`src/rtl/maskGpioPkg.sv`:
```
package maskGpioPkg;
  typedef enum logic [1:0] {
    RD_NONE = 2'd0,
    RD_DATA = 2'd1,
    RD_DIR  = 2'd2
  } rdSrc_e;

  typedef struct packed {
    logic   dataWr;
    logic   dirWr;
    rdSrc_e rdSrc;
  } ctrlStrobe_t;
endpackage

```
`src/rtl/maskGpioCtrl.sv`:
```
module maskGpioCtrl
  import maskGpioPkg::*;
#(
  parameter int ADDR_W      = 12,
  parameter int PINS        = 8,
  parameter int WINDOW_LOG2 = 10,
  parameter int DIR_OFFSET  = 'h400
) (
  input  logic [ADDR_W-1:0] busAddr,
  input  logic              busWrEn,
  output ctrlStrobe_t       strobe,
  output logic [PINS-1:0]   laneMask
);
  localparam logic [ADDR_W-1:0] DIR_ADDR = ADDR_W'(DIR_OFFSET);
  localparam int HI_W = ADDR_W - WINDOW_LOG2;

  logic inWindow;
  logic atDir;

  assign inWindow = (busAddr[ADDR_W-1:WINDOW_LOG2] == HI_W'(0));
  assign atDir    = (busAddr == DIR_ADDR);
  assign laneMask = busAddr[2 +: PINS];

  always_comb begin
    strobe.dataWr = busWrEn && inWindow;
    strobe.dirWr  = busWrEn && atDir;
    if (inWindow)   strobe.rdSrc = RD_DATA;
    else if (atDir) strobe.rdSrc = RD_DIR;
    else            strobe.rdSrc = RD_NONE;
  end
endmodule

```
`src/rtl/maskGpioDatapath.sv`:
```
module maskGpioDatapath
  import maskGpioPkg::*;
#(
  parameter int PINS        = 8,
  parameter int SYNC_STAGES = 2
) (
  input  logic            clk,
  input  logic            rstN,
  input  ctrlStrobe_t     strobe,
  input  logic [PINS-1:0] laneMask,
  input  logic [PINS-1:0] wrData,
  input  logic [PINS-1:0] padIn,
  output logic [PINS-1:0] padOut,
  output logic [PINS-1:0] padOe,
  output logic [PINS-1:0] rdData
);
  localparam int LAST = SYNC_STAGES - 1;

  logic [PINS-1:0] outReg;
  logic [PINS-1:0] dirReg;
  logic [PINS-1:0] syncPipe [SYNC_STAGES];
  logic [PINS-1:0] pinView;
  logic [PINS-1:0] rdNext;

  // Synchronizer chain; the first stage samples the pads
  always_ff @(posedge clk or negedge rstN) begin
    if (!rstN) syncPipe[0] <= '0;
    else       syncPipe[0] <= padIn;
  end

  generate
    for (genvar s = 1; s < SYNC_STAGES; s++) begin : gSync
      always_ff @(posedge clk or negedge rstN) begin
        if (!rstN) syncPipe[s] <= '0;
        else       syncPipe[s] <= syncPipe[s-1];
      end
    end
  endgenerate

  // Masked update: only lanes selected by the address change
  always_ff @(posedge clk or negedge rstN) begin
    if (!rstN) begin
      outReg <= '0;
      dirReg <= '0;
    end else begin
      if (strobe.dataWr) outReg <= (outReg & ~laneMask) | (wrData & laneMask);
      if (strobe.dirWr)  dirReg <= wrData;
    end
  end

  assign pinView = (dirReg & outReg) | (~dirReg & syncPipe[LAST]);

  always_comb begin
    unique case (strobe.rdSrc)
      RD_DATA: rdNext = pinView & laneMask;
      RD_DIR:  rdNext = dirReg;
      default: rdNext = '0;
    endcase
  end

  always_ff @(posedge clk or negedge rstN) begin
    if (!rstN) rdData <= '0;
    else       rdData <= rdNext;
  end

  assign padOut = outReg;
  assign padOe  = dirReg;
endmodule

```
`src/rtl/maskGpioPort.sv`:
```
module maskGpioPort
  import maskGpioPkg::*;
#(
  parameter int ADDR_W      = 12,
  parameter int PINS        = 8,
  parameter int WINDOW_LOG2 = 10,
  parameter int DIR_OFFSET  = 'h400,
  parameter int SYNC_STAGES = 2
) (
  input  logic              clk,
  input  logic              rstN,
  input  logic [ADDR_W-1:0] busAddr,
  input  logic              busWrEn,
  input  logic [PINS-1:0]   busWrData,
  output logic [PINS-1:0]   busRdData,
  input  logic [PINS-1:0]   padIn,
  output logic [PINS-1:0]   padOut,
  output logic [PINS-1:0]   padOe
);
  ctrlStrobe_t     strobe;
  logic [PINS-1:0] laneMask;

  maskGpioCtrl #(
    .ADDR_W(ADDR_W), .PINS(PINS), .WINDOW_LOG2(WINDOW_LOG2), .DIR_OFFSET(DIR_OFFSET)
  ) uCtrl (
    .busAddr (busAddr),
    .busWrEn (busWrEn),
    .strobe  (strobe),
    .laneMask(laneMask)
  );

  maskGpioDatapath #(
    .PINS(PINS), .SYNC_STAGES(SYNC_STAGES)
  ) uPath (
    .clk     (clk),
    .rstN    (rstN),
    .strobe  (strobe),
    .laneMask(laneMask),
    .wrData  (busWrData),
    .padIn   (padIn),
    .padOut  (padOut),
    .padOe   (padOe),
    .rdData  (busRdData)
  );
endmodule

```
`config.mk`:
```
export PLATFORM = sky130hd
export DESIGN_NAME = maskGpioPort
export DESIGN_NICKNAME = d
export VERILOG_FILES = /design/src/rtl/maskGpioPkg.sv /design/src/rtl/maskGpioCtrl.sv /design/src/rtl/maskGpioDatapath.sv /design/src/rtl/maskGpioPort.sv
export SDC_FILE = /design/constraint.sdc
export NUM_CORES = 1
export LEC_CHECK = 0
export ABC_AREA = 1
export BUFFER_PORTS_ARGS = -buffer_cell sky130_fd_sc_hd__buf_2
export CAP_MARGIN = 20
export CORE_MARGIN = 4
export CORE_UTILIZATION = 40
export DETAILED_ROUTE_END_ITERATION = 16
export GPL_ROUTABILITY_DRIVEN = 0
export PLACE_DENSITY_LB_ADDON = 0.1
export REMOVE_ABC_BUFFERS = 1
export SLEW_MARGIN = 20
export SYNTH_ARGS = -nofsm -noshare
export SYNTH_HDL_FRONTEND = slang
export SYNTH_SLANG_ARGS = --single-unit
```
`constraint.sdc`:
```
create_clock -name clk -period 0.8 [get_ports clk]
set_input_delay 0.12 -clock clk [delete_from_list [all_inputs] [get_ports clk]]
set_output_delay 0.12 -clock clk [all_outputs]
set_load 0.02 [all_outputs]
```
==> results list, run 1 <==
- The top cell types in the final layout, fill and taps aside, are 56 x nand2_1, 40 x dfrtp_1, 35 x buf_6.
- Synth cell types: 11
* Initial cell density of the core: 0.421
* Cell types occupying the most area after synthesis: dfrtp_1 64%, nand2_1 16%, nand3_1 5.4%
* Slew margin rel.: 0.816
- The worst-case IR drop observed on VDD is about 1100 µV.
- The die covers about 5000 µm².
- Share of the core filled with cells in the final layout: 0.707
- RSZ-0062 raised after global routing: true
- Minimum period implied by the final worst setup slack: slightly below 1 ns
- Combined global-route utilization of all metal layers: 0.180
- Counting along the longest clock path gives a buffer depth of 2.
- Final cell count without fillers: about 320
- Power comes to between 4 and 5 mW.
- The internal portion of the total power is ~3.3 mW.
* Worst path bufs/invs: 1
- Pwr per Cell Area: 1680 nW/µm²
- Transition time of the tightest slew-check pin: 0.276 ns
- Of all nets on the critical path, the largest fanout is 4.
- After clock tree synthesis, the clock-pin slew on the worst setup and hold paths is 0.08 ns.
- Aggregate negative setup slack: -4.27 ns
- The first detailed-routing pass ran for 4 iterations.
- Critical path startpoint category: register
- Register cell area after layout: 1000 µm²
- Top-Level Pins: 55
- The share of total power dissipated in the clock network is 0.308.
- Net load switching power: between 1 and 1.5 mW
* Sum of routed wire length over all layers: roughly 4.3 mm
* Combinational fraction of design power: 0.188
- Reg-to-reg startpoint: uPath.padOe[2]
* Clock buffers created by TritonCTS: 5
- # Max-Cap Violations: 0
- Cell-by-cell listing of the critical path: buf_6
- Dividing the detail-routed via count by the number of cells gives 4.65.
- Maximum number of pins on one net before global-route repair: 41
- Global-route wire length before repair: 7.09 mm
- Outcome: complete, but fails checks
* Cell Count Post-Placement: ~280
* Hold crit path type: in2reg
- In this run the remaining antenna-violating nets after routing total 0.
- CTS tree: done
- Data arrival time of the worst path: 0.87 ns
- Peak clock frequency supported by timing: 1010 MHz
- The number of hold violations in the final report came to 0.
- For flop-to-flop paths, the worst setup slack is -0.16 ns.
* Clock insertion delay at the later pin of the skew report: around 0.28 ns
- Yosys reg bits: 40
- Post-synthesis instance area: 1570 µm²
- At the worst endpoint, the required time is 0.68 ns.
- Summed over all layers, the global routing overflow is 0.
- The net count of the finished layout is about 300.
- Estimated wirelength of the detail-placed design: 2.82 mm
* Placement row count: 22
* Number of DRC markers in iteration 0: around 50
- For this run, the number of Yosys warnings is 0.
- Number of cells on the worst reg-to-reg path: 6
- Height of the die: 70.6 µm
- CTS root buffer: clkbuf_8
- The number of global-route vias before repair is approximately 1500.
- Among all stages on the critical path, the largest delay is contributed by dfrtp_1.
- The share of synthesized area in the top cell type comes to 0.639.
* Final count of negative-setup-slack endpoints: 36
- Of the cells placed in the final design, the portion with a size suffix greater than 1 is 0.487.
- Leakage: 1.36 nW
- Of the synthesized area, sequential elements account for 0.639.
- The clock net in this run drives a total of 40 sinks.
- Number of instances on the worst hold path: 3
- The library cell used most frequently in the layout, excluding fill and tap cells, is nand2_1.
- In the final routed layout, each cell accounts on average for roughly 13 µm.
* Overall via count from detail_route: 1484
* Critical path type: reg2out
- The checks that failed: setup timing.
* Antenna violations before repair: 0
- After filler insertion, the fill cell instance count of the layout stands at 296.
* Slowest cell delay on critical path: 0.43 ns
* H-tree depth reported by CTS: 2
* Pins over their slew limit: 0
* Critical Path Source: uPath.padOe[2]
- Total DRC errors in the routed layout: 0
* Multi-input gate area in the final layout: 562 µm²
- Endpoint of the worst register-to-register path: uPath.rdData[2]
- Syn avg cell area: 9.54 µm²
* Post-route fraction of the period consumed by the critical path: 1.24
- The tightest hold path in the finished design has a slack of a little over 0.09 ns.
- Setup WS post-layout: -0.193 ns
* Most area-hungry cell type in the Yosys netlist: dfrtp_1
- Of the total power, registers draw 0.504.
- Kind of capture point of the worst setup path: primary output
* Fin Clk Skew: 0.00570 ns
* Count of inserted antenna diode cells: 0
* Standard cell area after detailed placement: 2020 µm²
* Category of cells accounting for the largest share of critical-path delay: flip-flops
* Buffers on Ports: 54
- The worst hold path begins at busWrData[0].
- The die is 70.6 µm wide.
- Relative to the synthesized area, the layout overhead comes to 67.8%.
- Of the total power, the share spent switching nets is 0.260.
- After technology mapping, the gate count stands at 164.
- Setup Slack @ Placement: -0.397 ns
- Final instance area: 2630 µm²
- After floorplanning, the core was sized to cover around 3700 µm².
synth_stat cells:
cell,number
nand2_1,65
buf_4,2
nand3_1,17
inv_1,11
buf_6,2
nand2_4,1
nor2_1,7
dfrtp_1,40
o21ai_0,10
nand4_1,8
nor3b_4,1
cell type report:
type	instances	share of cell area
sequential	40	0.381
clock buffer	6	0.0314
timing repair buffer	103	0.329
tap	48	0.0229
multi-input combinational	109	0.214
clock inverter	2	0.00381
inverter	11	0.0176
logic make-up after synthesis:
family          share of synthesized area
buf+inv                            0.0504
simple gates                        0.278
compound gates                     0.0320
flops                               0.639
repair_timing:
| item | 4_1_cts | 5_1_grt |
|---|---|---|
| setup buffers | 17 | 4 |
| setup endpoints to repair | 40 | 40 |
| gates resized for setup | 78 | 25 |
| pin swaps | 4 | 9 |
| hold buffers | 9 | 0 |
| endpoints found under the hold margin | 48 | 0 |
how the worst max path moves through the flow:
stage / endpoint / slack (ns) / cells after the start
after floorplan: uPath.padOe[0] / -0.50 / 6
after global placement: uPath.rdData[2] / -0.33 / 6
after detailed placement: uPath.rdData[4] / -0.40 / 7
after CTS: padOe[2] / -0.20 / 1
after global routing: padOe[4] / -0.22 / 1
final: padOe[2] / -0.19 / 1
metal layers:
| metal | track usage | wire length, µm |
|---|---|---|
| met2 | 0.307 | 2200 |
| met4 | 0.0418 | 19 |
| met3 | 0.0526 | 236 |
| met5 | 0 | 0 |
| met1 | 0.229 | 1850 |
power by group through the flow:
stage	Clock (mW)	Sequential, mW	Combinational, mW
3_3_place_gp	0	2.25	0.556
3_5_place_dp	0	2.26	0.567
6_report	1.36	2.23	0.830
4_1_cts	1.40	2.22	0.795
2_1_floorplan	0	2.36	0.116
5_1_grt	1.50	2.24	0.899
Note: power is estimated with default switching activity, not from simulation.
==> inputs of run 2 (changes only) <==
- clock period: 0.8 -> 1 ns (I/O delays scaled with it)
==> run 2 against run 1 <==
Against the previous run: the run still ends with setup timing left; sequential cell count unchanged; first-iteration DRC count up 57%; largest power group unchanged; clock-buffer cell count unchanged; critical path depth unchanged.
==> results list, run 2 (synthesis gave the netlist of run 1 again) <==
- H-tree depth reported by CTS: 2 (unchanged)
- Largest vdd supply drop: 934 µV (-18%)
- The count of buffer and inverter cells on the critical path came to 1 (unchanged).
- Kind of capture point of the worst setup path: primary output
- The number of antenna violations at the first check in global routing came to 0 (unchanged).
* Final net count: 296 (-1.7%)
- Cell-by-cell listing of the critical path: buf_6
- Violations in the final reports: setup timing
- Clock insertion delay at the later pin of the skew report: 0.29 ns (about the same)
- Register cell area after layout: 1000 µm² (unchanged)
- Net load switching power: 0.887 mW (-23%)
- The met1 wire length is 1.80 mm (-2.8%).
- The number of hold violations in the final report came to 0 (unchanged).
- The worst setup path is launched from a register.
* Wire length on met2: 1.92 mm (-12%)
* RSZ-0062 raised after global routing: true
- The switching share of total power is 0.256 (-0.00370).
- Top routing layer used: met4
- Slew margin rel.: 0.759 (-0.0567)
* Hold crit path type: in2reg
- Width of the die: 70.6 µm (unchanged)
- Height of the die: 70.6 µm (unchanged)
- Broken down by cell family, the worst path's largest delay share belongs to flip-flops.
- Routed wl met3: 251 µm (+6.4%)
- The top cell types in the final layout, fill and taps aside, are 65 x nand2_1, 41 x buf_2, 40 x dfrtp_1.
* Cell internal pwr: 2.58 mW (-21%)
* Fin Clk Skew: 0.0108 ns (+0.00505 ns)
* Global route total overflow: 0 (unchanged)
- The DRC marker count from the first detailed-route iteration was 77 (+57%).
* Estimated wirelength of the detail-placed design: 2.82 mm (about the same)
- The tree is rooted in a clkbuf_8.
* Transition time of the tightest slew-check pin: 0.360 ns (+0.0841 ns)
* Antenna Nets Post-Route: 0 (unchanged)
- Buffers on Ports: 54 (unchanged)
- Placement row count: 22 (unchanged)
* Worst-path maximum fanout: 4 (unchanged)
* Peak clock frequency supported by timing: 986 MHz
* Clock buffer depth: 2 (unchanged)
- Core region area: 3720 µm² (unchanged)
* Data arrival time of the worst path: 0.86 ns (about the same)
- Layout fillers: 324 (+9.5%)
- The run finished, with violations left.
* Setup WS post-layout: -0.0141 ns (+0.179 ns)
- The critical path depth was 1 (unchanged).
- The area after detailed placement is 2020 µm² (unchanged).
* Critical path type: reg2out
* Global-route wire length before repair: 6.76 mm (-4.7%)
- The library cell used most frequently in the layout, excluding fill and tap cells, is nand2_1.
* Via count normalized by instance count: 4.64 (-0.32%)
- The total power divided by cell area is 1440 nW/µm² (-14%).
* Initial cell density of the core: 0.421 (unchanged)
- Area Growth Syn to Fin: 53.8%
- The clock share of power came to 0.312 (+0.004).
- Clock sink count: 40 (unchanged)
- The maximum number of pins on one net before global-route repair was 41 (unchanged).
* Final count of negative-setup-slack endpoints: 1 (-97%)
- The sequential cell fraction of total power came to 0.511 (+0.007).
- First-pass detailed-route iteration total: 4 (unchanged)
* Setup Slack @ Placement: -0.218 ns (+0.178 ns)
- The overall die area is 4980 µm² (unchanged).
* Overall via count from detail_route: 1456 (-1.9%)
- Number of cells on the worst reg-to-reg path: 6 (unchanged)
* Pins over their slew limit: 0 (unchanged)
- Combined global-route utilization of all metal layers: 0.171 (-0.00931)
- Post-route fraction of the period consumed by the critical path: 1.01
* Slowest cell delay on critical path: 0.43 ns (about the same)
* Share of layout cells above drive strength 1: 0.383 (-0.104)
* Slowest cell on the critical path: dfrtp_1
- The number of top-level pins was 55 (unchanged).
- Overall power of the completed layout: 3.47 mW (-22%)
- CTS tree: done
* Cell Count Post-Placement: 282 (unchanged)
- The count of antenna diodes in the layout is 0 (unchanged).
* Combinational fraction of design power: 0.177 (-0.011)
- # Max-Cap Violations: 0 (unchanged)
* Final instance area: 2410 µm² (-8.3%)
- The clock-pin slew on the worst setup and hold paths came to 0.08 ns (about the same).
- For the finished layout, the period the worst path requires is 1.01 ns.
- The standby leakage power was 1.31 nW (-3.8%).
- Sum of routed wire length over all layers: 3.99 mm (-7.1%)
- The utilization of the core after routing is 0.648 (-0.0589).
- Final cell count without fillers: 314 (-1.6%)
- The number of stages on the worst hold path was 3 (unchanged).
- The data required time of the worst path is 0.85 ns (+0.17 ns).
- Multi-input gate area in the final layout: 488 µm² (-13%)
- Clock buffers created by TritonCTS: 5 (unchanged)
- The number of global-route vias before repair came to 1510 (-2.0%).
- The routed length per instance was 12.7 µm (-5.7%).
- Total DRC errors in the routed layout: 0 (unchanged)
==> run 2: changes by cell type in the layout (fill, tap and decap cells not counted), moves of 6 or more <==
| cell | before | now |
|---|---|---|
| buf_2 | 30 | 41 |
| buf_6 | 35 | 15 |
| inv_1 | 3 | 9 |
| nand2_1 | 56 | 65 |
| nand2_2 | 8 | 0 |
| o21ai_0 | 0 | 8 |
==> run 2: final timing paths <==
path | startpoint | endpoint | slack (ns)
min | busWrData[0] | register | 0.12
max in group asynchronous | rstN | uPath.padOe[3] | 0.44
min reg2reg | uPath.syncPipe[11] | uPath.syncPipe[3] | 0.35
max | uPath.padOe[2] | padOe[2] | -0.01
max reg2reg | uPath.padOe[5] | uPath.rdData[5] | 0.07
min in group asynchronous | rstN | async pin | 0.35
==> run 2: power groups by stage <==
stage / clock [mW] / sequential [mW] / combinational [mW]
5_1_grt: 1.21 / 1.78 / 0.670
4_1_cts: 1.12 / 1.76 / 0.556
3_3_place_gp: 0 / 1.80 / 0.445
6_report: 1.08 / 1.77 / 0.615
2_1_floorplan: 0 / 1.89 / 0.0927
3_5_place_dp: 0 / 1.81 / 0.453
==> run 2: layer usage <==
| metal | global-route usage | up-vias |
|---|---|---|
| met5 | 0 | - |
| met2 | 0.278 | 40 |
| met3 | 0.0582 | 2 |
| li1 | - | 729 |
| met4 | 0.0376 | 0 |
| met1 | 0.224 | 685 |
==> run 2: layout make-up <==
class	count	area share
sequential	40	0.416
inverter	11	0.0172
clock inverter	2	0.00416
clock buffer	6	0.0343
multi-input combinational	109	0.203
tap	48	0.0249
timing repair buffer	98	0.301
==> run 2: through the flow <==
| stage | setup TNS, ns | hold slack [ns] |
|---|---|---|
| 4_1_cts | -0.0330 | 0.115 |
| 3_3_place_gp | -2.04 | 0.132 |
| 6_report | -0.0141 | 0.118 |
| 2_1_floorplan | -3.06 | -0.146 |
| 3_5_place_dp | -2.80 | 0.138 |
| 5_1_grt | -0.197 | 0.118 |
==> run 2: what timing repair did <==
item	CTS	global route
endpoints found under the hold margin	48	0
hold buffers	9	0
cloned	0	0
resized for setup	6	27
setup buffers	12	3
endpoints found under the setup margin	14	18
